==> config.mk <==
export PLATFORM = sky130hd
export DESIGN_NAME = wg_write_guard
export DESIGN_NICKNAME = d
export VERILOG_FILES = /design/src/rtl/wg_pkg.sv /design/src/rtl/wg_addr_decode.sv /design/src/rtl/wg_poll_timer.sv /design/src/rtl/wg_err_flag.sv /design/src/rtl/wg_write_guard.sv
export SDC_FILE = /design/constraint.sdc
export NUM_CORES = 1
export LEC_CHECK = 0
export BUFFER_PORTS_ARGS = -buffer_cell sky130_fd_sc_hd__buf_4
export CORE_MARGIN = 10
export CORE_UTILIZATION = 45
export CTS_BUF_LIST = sky130_fd_sc_hd__clkbuf_4 sky130_fd_sc_hd__clkbuf_8
export CTS_CLUSTER_SIZE = 20
export DETAILED_ROUTE_END_ITERATION = 7
export HOLD_SLACK_MARGIN = 0.15
export MAX_ROUTING_LAYER = met4
export PLACE_DENSITY = 0.82
export SLEW_MARGIN = 20
export SYNTH_ARGS = -nofsm -noshare
export SYNTH_HDL_FRONTEND = slang
export SYNTH_SLANG_ARGS = --single-unit
export TNS_END_PERCENT = 30
==> constraint.sdc <==
create_clock -name clk -period 2 [get_ports clk]
set_input_delay 0.2 -clock clk [delete_from_list [all_inputs] [get_ports clk]]
set_output_delay 0.2 -clock clk [all_outputs]
set_load 0.02 [all_outputs]
==> src/rtl/wg_pkg.sv <==
package wg_pkg;
  localparam int unsigned ADDR_W  = 8;
  localparam int unsigned GUARD_N = 8;

  // Targets that wait on the capability-selected status bit
  localparam logic [ADDR_W-1:0] GUARD_LIST [GUARD_N] = '{
    8'h00, 8'h01, 8'h02, 8'h03, 8'h04, 8'h05, 8'h06, 8'h07
  };
  // Target that always waits on the clock-divider-enable bit
  localparam logic [ADDR_W-1:0] ADDR_CLK_CTL = 8'h12;

  typedef enum logic [1:0] {
    ST_IDLE  = 2'd0,
    ST_POLL  = 2'd1,
    ST_ISSUE = 2'd2
  } wg_state_e;

  typedef enum logic {
    SRC_CLKDIV  = 1'b0,
    SRC_CMDBUSY = 1'b1
  } wg_src_e;
endpackage

==> src/rtl/wg_addr_decode.sv <==
module wg_addr_decode
  import wg_pkg::*;
#(
  parameter int unsigned      VER_W       = 16,
  parameter logic [VER_W-1:0] NO_CBSY_VER = 16'h5A10
) (
  input  logic [ADDR_W-1:0] addr,
  input  logic              cap_cmd_busy,
  input  logic [VER_W-1:0]  ctrl_version,
  output logic              guarded,
  output wg_src_e           src
);
  logic in_list;
  logic is_clk;
  logic cbsy_usable;

  always_comb begin
    in_list = 1'b0;
    for (int i = 0; i < int'(GUARD_N); i++) begin
      if (addr == GUARD_LIST[i]) in_list = 1'b1;
    end
    is_clk      = (addr == ADDR_CLK_CTL);
    cbsy_usable = cap_cmd_busy && (ctrl_version != NO_CBSY_VER);
    guarded     = in_list || is_clk;
    src         = (in_list && cbsy_usable) ? SRC_CMDBUSY : SRC_CLKDIV;
  end
endmodule

==> src/rtl/wg_poll_timer.sv <==
module wg_poll_timer #(
  parameter int unsigned CYC_PER_US = 100,
  parameter int unsigned POLL_LIMIT = 1000
) (
  input  logic clk,
  input  logic rst_n,
  input  logic start,
  input  logic run,
  output logic poll_now,
  output logic last_poll
);
  localparam int unsigned PRE_W = (CYC_PER_US > 1) ? $clog2(CYC_PER_US) : 1;
  localparam int unsigned CNT_W = $clog2(POLL_LIMIT + 1);

  logic [PRE_W-1:0] pre_q, pre_d;
  logic [CNT_W-1:0] cnt_q, cnt_d;
  logic             tmr_en;

  assign poll_now  = run && (pre_q == '0);
  assign last_poll = (cnt_q == CNT_W'(POLL_LIMIT - 1));
  assign tmr_en    = start || run;

  always_comb begin
    pre_d = pre_q;
    cnt_d = cnt_q;
    if (start) begin
      pre_d = '0;
      cnt_d = '0;
    end else if (run) begin
      pre_d = (pre_q == PRE_W'(CYC_PER_US - 1)) ? '0 : pre_q + 1'b1;
      if (poll_now) cnt_d = cnt_q + 1'b1;
    end
  end

  always_ff @(posedge clk or negedge rst_n) begin
    if (!rst_n) begin
      pre_q <= '0;
      cnt_q <= '0;
    end else if (tmr_en) begin
      pre_q <= pre_d;
      cnt_q <= cnt_d;
    end
  end
endmodule

==> src/rtl/wg_err_flag.sv <==
module wg_err_flag (
  input  logic clk,
  input  logic rst_n,
  input  logic set,
  input  logic clr,
  output logic flag
);
  logic flag_d;
  logic flag_en;

  assign flag_en = set || clr;

  always_comb begin
    flag_d = set ? 1'b1 : 1'b0;
  end

  always_ff @(posedge clk or negedge rst_n) begin
    if (!rst_n)       flag <= 1'b0;
    else if (flag_en) flag <= flag_d;
  end
endmodule

==> src/rtl/wg_write_guard.sv <==
module wg_write_guard
  import wg_pkg::*;
#(
  parameter int unsigned      DW          = 16,
  parameter int unsigned      VER_W       = 16,
  parameter logic [VER_W-1:0] NO_CBSY_VER = 16'h5A10,
  parameter int unsigned      CYC_PER_US  = 100,
  parameter int unsigned      POLL_LIMIT  = 1000
) (
  input  logic              clk,
  input  logic              rst_n,
  input  logic              wr_valid,
  output logic              wr_ready,
  input  logic [ADDR_W-1:0] wr_addr,
  input  logic [DW-1:0]     wr_data,
  input  logic              cap_cmd_busy,
  input  logic [VER_W-1:0]  ctrl_version,
  input  logic              stat_cmd_busy,
  input  logic              stat_clkdiv_en,
  input  logic              err_clear,
  output logic              core_wr_en,
  output logic [ADDR_W-1:0] core_wr_addr,
  output logic [DW-1:0]     core_wr_data,
  output logic              busy_timeout
);
  wg_state_e         state_q, state_d;
  logic [ADDR_W-1:0] addr_q;
  logic [DW-1:0]     data_q;
  wg_src_e           src_q;
  wg_src_e           dec_src;
  logic              dec_guarded;
  logic              accept;
  logic              poll_now;
  logic              last_poll;
  logic              bus_idle;
  logic              timeout_hit;

  wg_addr_decode #(
    .VER_W       (VER_W),
    .NO_CBSY_VER (NO_CBSY_VER)
  ) u_dec (
    .addr         (wr_addr),
    .cap_cmd_busy (cap_cmd_busy),
    .ctrl_version (ctrl_version),
    .guarded      (dec_guarded),
    .src          (dec_src)
  );

  wg_poll_timer #(
    .CYC_PER_US (CYC_PER_US),
    .POLL_LIMIT (POLL_LIMIT)
  ) u_tmr (
    .clk       (clk),
    .rst_n     (rst_n),
    .start     (accept),
    .run       (state_q == ST_POLL),
    .poll_now  (poll_now),
    .last_poll (last_poll)
  );

  wg_err_flag u_err (
    .clk   (clk),
    .rst_n (rst_n),
    .set   (timeout_hit),
    .clr   (err_clear),
    .flag  (busy_timeout)
  );

  assign wr_ready     = (state_q == ST_IDLE);
  assign accept       = wr_valid && wr_ready;
  // Opposite sense: command-busy is 1 when busy, divider-enable is 0 when busy
  assign bus_idle     = (src_q == SRC_CMDBUSY) ? !stat_cmd_busy : stat_clkdiv_en;
  assign timeout_hit  = (state_q == ST_POLL) && poll_now && !bus_idle && last_poll;
  assign core_wr_en   = (state_q == ST_ISSUE);
  assign core_wr_addr = addr_q;
  assign core_wr_data = data_q;

  always_comb begin
    state_d = state_q;
    unique case (state_q)
      ST_IDLE: begin
        if (accept) state_d = dec_guarded ? ST_POLL : ST_ISSUE;
      end
      ST_POLL: begin
        if (poll_now) begin
          if (bus_idle)       state_d = ST_ISSUE;
          else if (last_poll) state_d = ST_IDLE;
        end
      end
      ST_ISSUE: state_d = ST_IDLE;
      default:  state_d = ST_IDLE;
    endcase
  end

  always_ff @(posedge clk or negedge rst_n) begin
    if (!rst_n) state_q <= ST_IDLE;
    else        state_q <= state_d;
  end

  always_ff @(posedge clk or negedge rst_n) begin
    if (!rst_n) begin
      addr_q <= '0;
      data_q <= '0;
      src_q  <= SRC_CLKDIV;
    end else if (accept) begin
      addr_q <= wr_addr;
      data_q <= wr_data;
      src_q  <= dec_src;
    end
  end
endmodule

==> impl_metrics.json, run 1 <==
{
  "drcViolationCount": 0,
  "vias_per_cell": 5.152,
  "rsz0062_at_grt": "no",
  "path_class": "reg2reg",
  "worst_path_dominant_cell_family": "simple AND/OR/NAND/NOR gates",
  "cp_slowest_stage_delay_ps": 510,
  "num-nets-final": 378,
  "timing.setup.tns_ps": 0,
  "synth_xor_xnor_area_share_pct": 2.515,
  "cts_buffers": 5,
  "dieArea_sq_um": 7769,
  "path_buf_inv": 2,
  "synth_compound_area_share_pct": 6.527,
  "grt.overflow.total": 0,
  "setup_ws_ps": 100.4,
  "portBuffers": 73,
  "syn_nets": 277,
  "holdBufCountCts": 26,
  "crit_required_ps": 2230,
  "drv_slew": 0,
  "r2r_start": "u_tmr.pre_q[0]",
  "antenna_found_initial": 0,
  "ant_nets": 0,
  "critPathCapture": "u_tmr.cnt_q[9]",
  "synth_cells": 227,
  "dpl_cell_area_sq_um": 2691,
  "fin_util_pct": 69.59,
  "ys_types": 36,
  "wl_per_cell_microns": 15.42,
  "cts_setup_buffers": 0,
  "gp_congestion": 0.8868,
  "cts-root-buf": "clkbuf_8",
  "r2r-end": "u_tmr.cnt_q[9]",
  "dr.pass1.iters": 4,
  "synth-seq-cells": 45,
  "ff_latch_area_sq_um": 1126,
  "fin_crit_sh_pct": 94.98,
  "core_sq_um": 4414,
  "hold_viol_final": 0,
  "fillerInstances": 334,
  "antenna_cells": 0,
  "die_w_microns": 88.14,
  "postSynthAreaPerCell_sq_um": 9.205,
  "synth_mux_area_share_pct": 1.018,
  "vias": 1963,
  "crit_path_start_kind": "flip-flop",
  "period_needed_ps": 1900,
  "boundaryPins": 74,
  "fmaxAchievable_mhz": 526.4,
  "hp-class": "in2reg",
  "crit_chain": "inv_1 > ha_1 > nor4bb_1 > buf_4 > nand4b_2 > or4_1 > nand2_1",
  "rows": 24,
  "cts-resized-gates": 0,
  "totalPowerFinal_mw": 2.792,
  "synthAdderAreaFrac_pct": 1.796,
  "synth_seq_area_share_pct": 53.89,
  "crit_fanout": 7,
  "numClockSinks": 45,
  "cp.arrival_ps": 2130,
  "hpwl_microns": 4152,
  "ys_warn_count": 0,
  "grt_pass1_vias": 2049,
  "r2r_setup_slack_ps": 100,
  "path_depth": 7,
  "placed_cells": 347,
  "cp-end-kind": "flip-flop",
  "clock_skew_ps": 7.700,
  "multi_input_area_sq_um": 903.4,
  "report.final.setup_viol": 0,
  "clock_path_buffers": 2,
  "ff2ff_path_depth": 7,
  "yosys.area_share.simple_pct": 31.14,
  "outcome": "finished clean",
  "finalHoldWorstSlack_ps": 272.0,
  "cts_max_level": 2,
  "slowest_stage": "or4_1",
  "worstMarginPinSlew_ps": 534.1,
  "clk_pin_slew_ps": 90,
  "setup.worst_path.start": "u_tmr.pre_q[0]",
  "gr-usage-all-layers_pct": 15.93,
  "areaGrowthSynthToFinish_pct": 47.01,
  "grt_max_degree": 46,
  "p_per_area_nw_per_um2": 909.0,
  "postLayoutCellArea_sq_um": 3072,
  "synth_top_family_by_area": "simple AND/OR/NAND/NOR gates",
  "first_iter_violations": 157,
  "place_ws_ps": 119.6,
  "cts_tree": "done",
  "slew_headroom_pct": 63.92,
  "drt_wl_total_microns": 5874,
  "grt_pass1_wl_microns": 9722,
  "syn_area_sq_um": 2090,
  "clock_latency_ps": 290,
  "die_h_microns": 88.14,
  "ir_worst_vdd_mv": 0.5548,
  "drive_gt1_share_pct": 27.66,
  "initial_core_util_pct": 47.34,
  "cellLeakagePower_nw": 1.596,
  "fin_cells": 381,
  "maxCapViolations": 0
}
worst min-delay path by stage:
| stage | slack (ps) | endpoint | cells after the start | start |
|---|---|---|---|---|
| floorplan | -100 | core_wr_addr[0] | 0 | rst_n |
| global placement | 230 | u_tmr.cnt_q[7] | 1 | rst_n |
| detailed placement | 230 | u_tmr.cnt_q[7] | 1 | rst_n |
| CTS | 270 | src_q | 5 | ctrl_version[10] |
| global route | 290 | src_q | 4 | cap_cmd_busy |
| finish | 270 | src_q | 5 | ctrl_version[10] |
layout make-up:
class / instances / area share (%)
flip-flops and latches: 45 / 36.66
multi-input cells: 169 / 29.41
clock buffers: 7 / 2.933
inverters: 3 / 0.3666
well taps: 52 / 2.118
clock inverters: 1 / 0.9776
repair buffers: 104 / 27.54
power by group:
| group | total, mW | switching [mW] | internal (mW) |
|---|---|---|---|
| Combinational | 0.882 | 0.475 | 0.407 |
| Clock | 0.713 | 0.292 | 0.421 |
| Sequential | 1.20 | 0.135 | 1.06 |
flip-flops by register name, indices dropped and copies added (netlist names):
| name | count |
|---|---|
| core_wr_addr | 8 |
| core_wr_data | 16 |
| src_q | 1 |
| state_q | 2 |
| u_err.flag | 1 |
| u_tmr.cnt_q | 10 |
| u_tmr.pre_q | 7 |
routing by layer:
metal,GRT usage [%],routed length [microns]
met4,3.994,81
met2,26.19,2980
met5,-,0
met3,3.900,353
met1,19.15,2457
layout by cell type, fill, tap and decap left out, types with 4 or more instances in the layout:
cell type and instances:
clkbuf_8 6, or4_1 4, dlygate4sd3_1 26, buf_4 78
xor2_1 6, o21ai_0 6, nor2_1 11, dfrtp_1 45
nand2_1 89, and3_1 4, nand3_1 7, nor4bb_1 4
tightest hold or removal path, delay by kind of cell:
family | cells | cell delay, ps
simple gates | 4 | 250
buf+inv | 1 | 70
Yosys cell counts:
cell type   n  area [sq um]
nand2_1    89         334.1
dfrtp_1    45          1126
nor2_1     11         41.29
clkbuf_1    7         26.28
nand3_1     7         35.03
o21ai_0     6         30.03
xor2_1      6         52.55
and3_1      4         25.02
nor4bb_1    4         40.04
or4_1       4         30.03
a31oi_1     3         18.77
a41oi_1     3         26.28
ha_1        3         37.54
inv_1       3         11.26
nand4_1     3         18.77
o211ai_1    3         22.52
a21oi_1     2         10.01
buf_6       2         22.52
nand2b_1    2         12.51
nor2b_1     2         12.51
nor3b_1     2         15.01
o22ai_1     2         12.51
a32oi_1     1         8.760
and2_1      1         6.260
clkbuf_2    1         5.000
mux2_2      1         11.26
mux2i_1     1         10.01
nand4b_1    1         8.760
nand4b_2    1         15.01
nor3_1      1         5.000
nor4_1      1         6.260
nor4_4      1         21.27
nor4b_1     1         8.760
o31ai_1     1         7.510
or3_1       1         6.260
or3b_2      1         8.760
logic make-up (layout without fill, tap and decap cells):
kind of cell / count (synthesis) / after routing
simple gates: 137 / 137
flops: 45 / 45
compound gates: 21 / 21
buf+inv: 13 / 115
xor+xnor: 6 / 6
fa+ha+maj: 3 / 3
mux: 2 / 2
No activity file was read; power rests on OpenSTA's default activity.
==> run 2: changes to the inputs <==
SETUP_SLACK_MARGIN = 0.4   (was not set)
==> impl_metrics.json, run 2 (synthesis gave the netlist of run 1 again) <==
{
  "rows": 24,
  "first_iter_violations": 169,
  "vias_per_cell": 5.237,
  "final_common_cell": "nand2_1",
  "largest_reg_flops": 16,
  "ir_worst_vdd_mv": 0.5885,
  "hpwl_microns": 4264,
  "grt.overflow.total": 0,
  "hp-class": "in2reg",
  "fmaxAchievable_mhz": 603.1,
  "ant_nets": 0,
  "die_h_microns": 88.14,
  "maxCapViolations": 0,
  "totalPowerFinal_mw": 2.728,
  "p_per_area_nw_per_um2": 860.7,
  "layout_common_cells": "nand2_1 (88), buf_4 (84), dfrtp_1 (43)",
  "slowest_stage": "dfrtp_1",
  "rsz0062_at_grt": "yes",
  "die_w_microns": 88.14,
  "report.final.setup_viol": 0,
  "fin_cells": 388,
  "crit_fanout": 7,
  "dieArea_sq_um": 7769,
  "hold_viol_final": 0,
  "drt_wl_total_microns": 6388,
  "areaGrowthSynthToFinish_pct": 51.68,
  "portBuffers": 73,
  "clk_pin_slew_ps": 90,
  "dr.pass1.iters": 4,
  "r2r_setup_slack_ps": 340,
  "clock_latency_ps": 310,
  "slew_headroom_pct": 61.89,
  "wl_per_cell_microns": 16.46,
  "cp_slowest_stage_delay_ps": 470,
  "drv_slew": 0,
  "clock_path_buffers": 2,
  "drcViolationCount": 0,
  "grt_max_degree": 46,
  "grt_pass1_vias": 2189,
  "antenna_found_initial": 0,
  "initial_core_util_pct": 47.34,
  "path_class": "reg2reg",
  "num-nets-final": 385,
  "fin_util_pct": 71.80,
  "cp-end-kind": "flip-flop",
  "timing.setup.tns_ps": 0,
  "numClockSinks": 45,
  "gp_congestion": 0.8471,
  "crit_path_start_kind": "flip-flop",
  "boundaryPins": 74,
  "fin_crit_sh_pct": 82.90,
  "worstMarginPinSlew_ps": 571.7,
  "drive_gt1_share_pct": 33.33,
  "cp.arrival_ps": 1920,
  "core_sq_um": 4414,
  "crit_chain": "nor4_4 > nand4_1 > or4_1 > nand2_1",
  "crit_required_ps": 2260,
  "period_needed_ps": 1658,
  "vias": 2032,
  "cts_tree": "done",
  "grt_pass1_wl_microns": 10610,
  "placed_cells": 347,
  "cts_max_level": 2,
  "cellLeakagePower_nw": 1.635,
  "cts_buffers": 5,
  "clock_skew_ps": 9.694,
  "outcome": "finished clean",
  "antenna_cells": 0,
  "cts-root-buf": "clkbuf_8",
  "gr-usage-all-layers_pct": 17.74,
  "finalHoldWorstSlack_ps": 233.6
}
-- run 2: where the power goes --
group	total (mW)	switching, mW	internal (mW)
Clock	0.589	0.340	0.248
Combinational	0.928	0.496	0.432
Sequential	1.21	0.147	1.06
Total	2.73	0.983	1.75
-- run 2: area by class of cell --
type,instances,area [sq um]
tap,52,65.06
clock inverter,3,22.52
fill,328,1245
sequential,45,1129
inverter,3,11.26
multi-input combinational,169,970.9
timing repair buffer,111,902.1
clock buffer,5,68.82
-- run 2: per-stage QoR --
stage	setup WS, ps	area (sq um)
after floorplan	299.3	2101
after global placement	252.4	2700
after detailed placement	178.6	2700
after CTS	397.3	3117
after global routing	291.8	3169
final	342.0	3169
-- run 2: path summary, 6_finish.rpt --
kind,startpoint,end,cells after the start
max,u_tmr.pre_q[3],u_tmr.cnt_q[8],4
min,ctrl_version[10],src_q,5
max reg2reg,u_tmr.pre_q[3],u_tmr.cnt_q[8],4
min reg2reg,core_wr_data[3],core_wr_data[3],2
max in group asynchronous,rst_n,state_q[0],2
min in group asynchronous,rst_n,u_tmr.pre_q[4],2
-- run 2: worst max-delay path: cells and delay by family, from the launching register on --
family | cells | cell delay [ps]
DFF | 1 | 470
and+or+nand+nor | 4 | 1120
-- run 2: what timing repair did --
action	4_1_cts	5_1_grt
setup endpoints to repair	3	35
hold endpoints to repair	70	0
pin swaps	4	1
resized for setup	5	12
buffers inserted	5	2
hold buffers	26	0
-- run 2: per-layer routing --
metal  track usage, %  vias up  routed length [microns]
met4            6.562        0                      137
met2            28.51       80                     3276
li1                 -      977                        -
met3            5.292       10                      426
met1            20.50      965                     2548
met5                -        -                        0
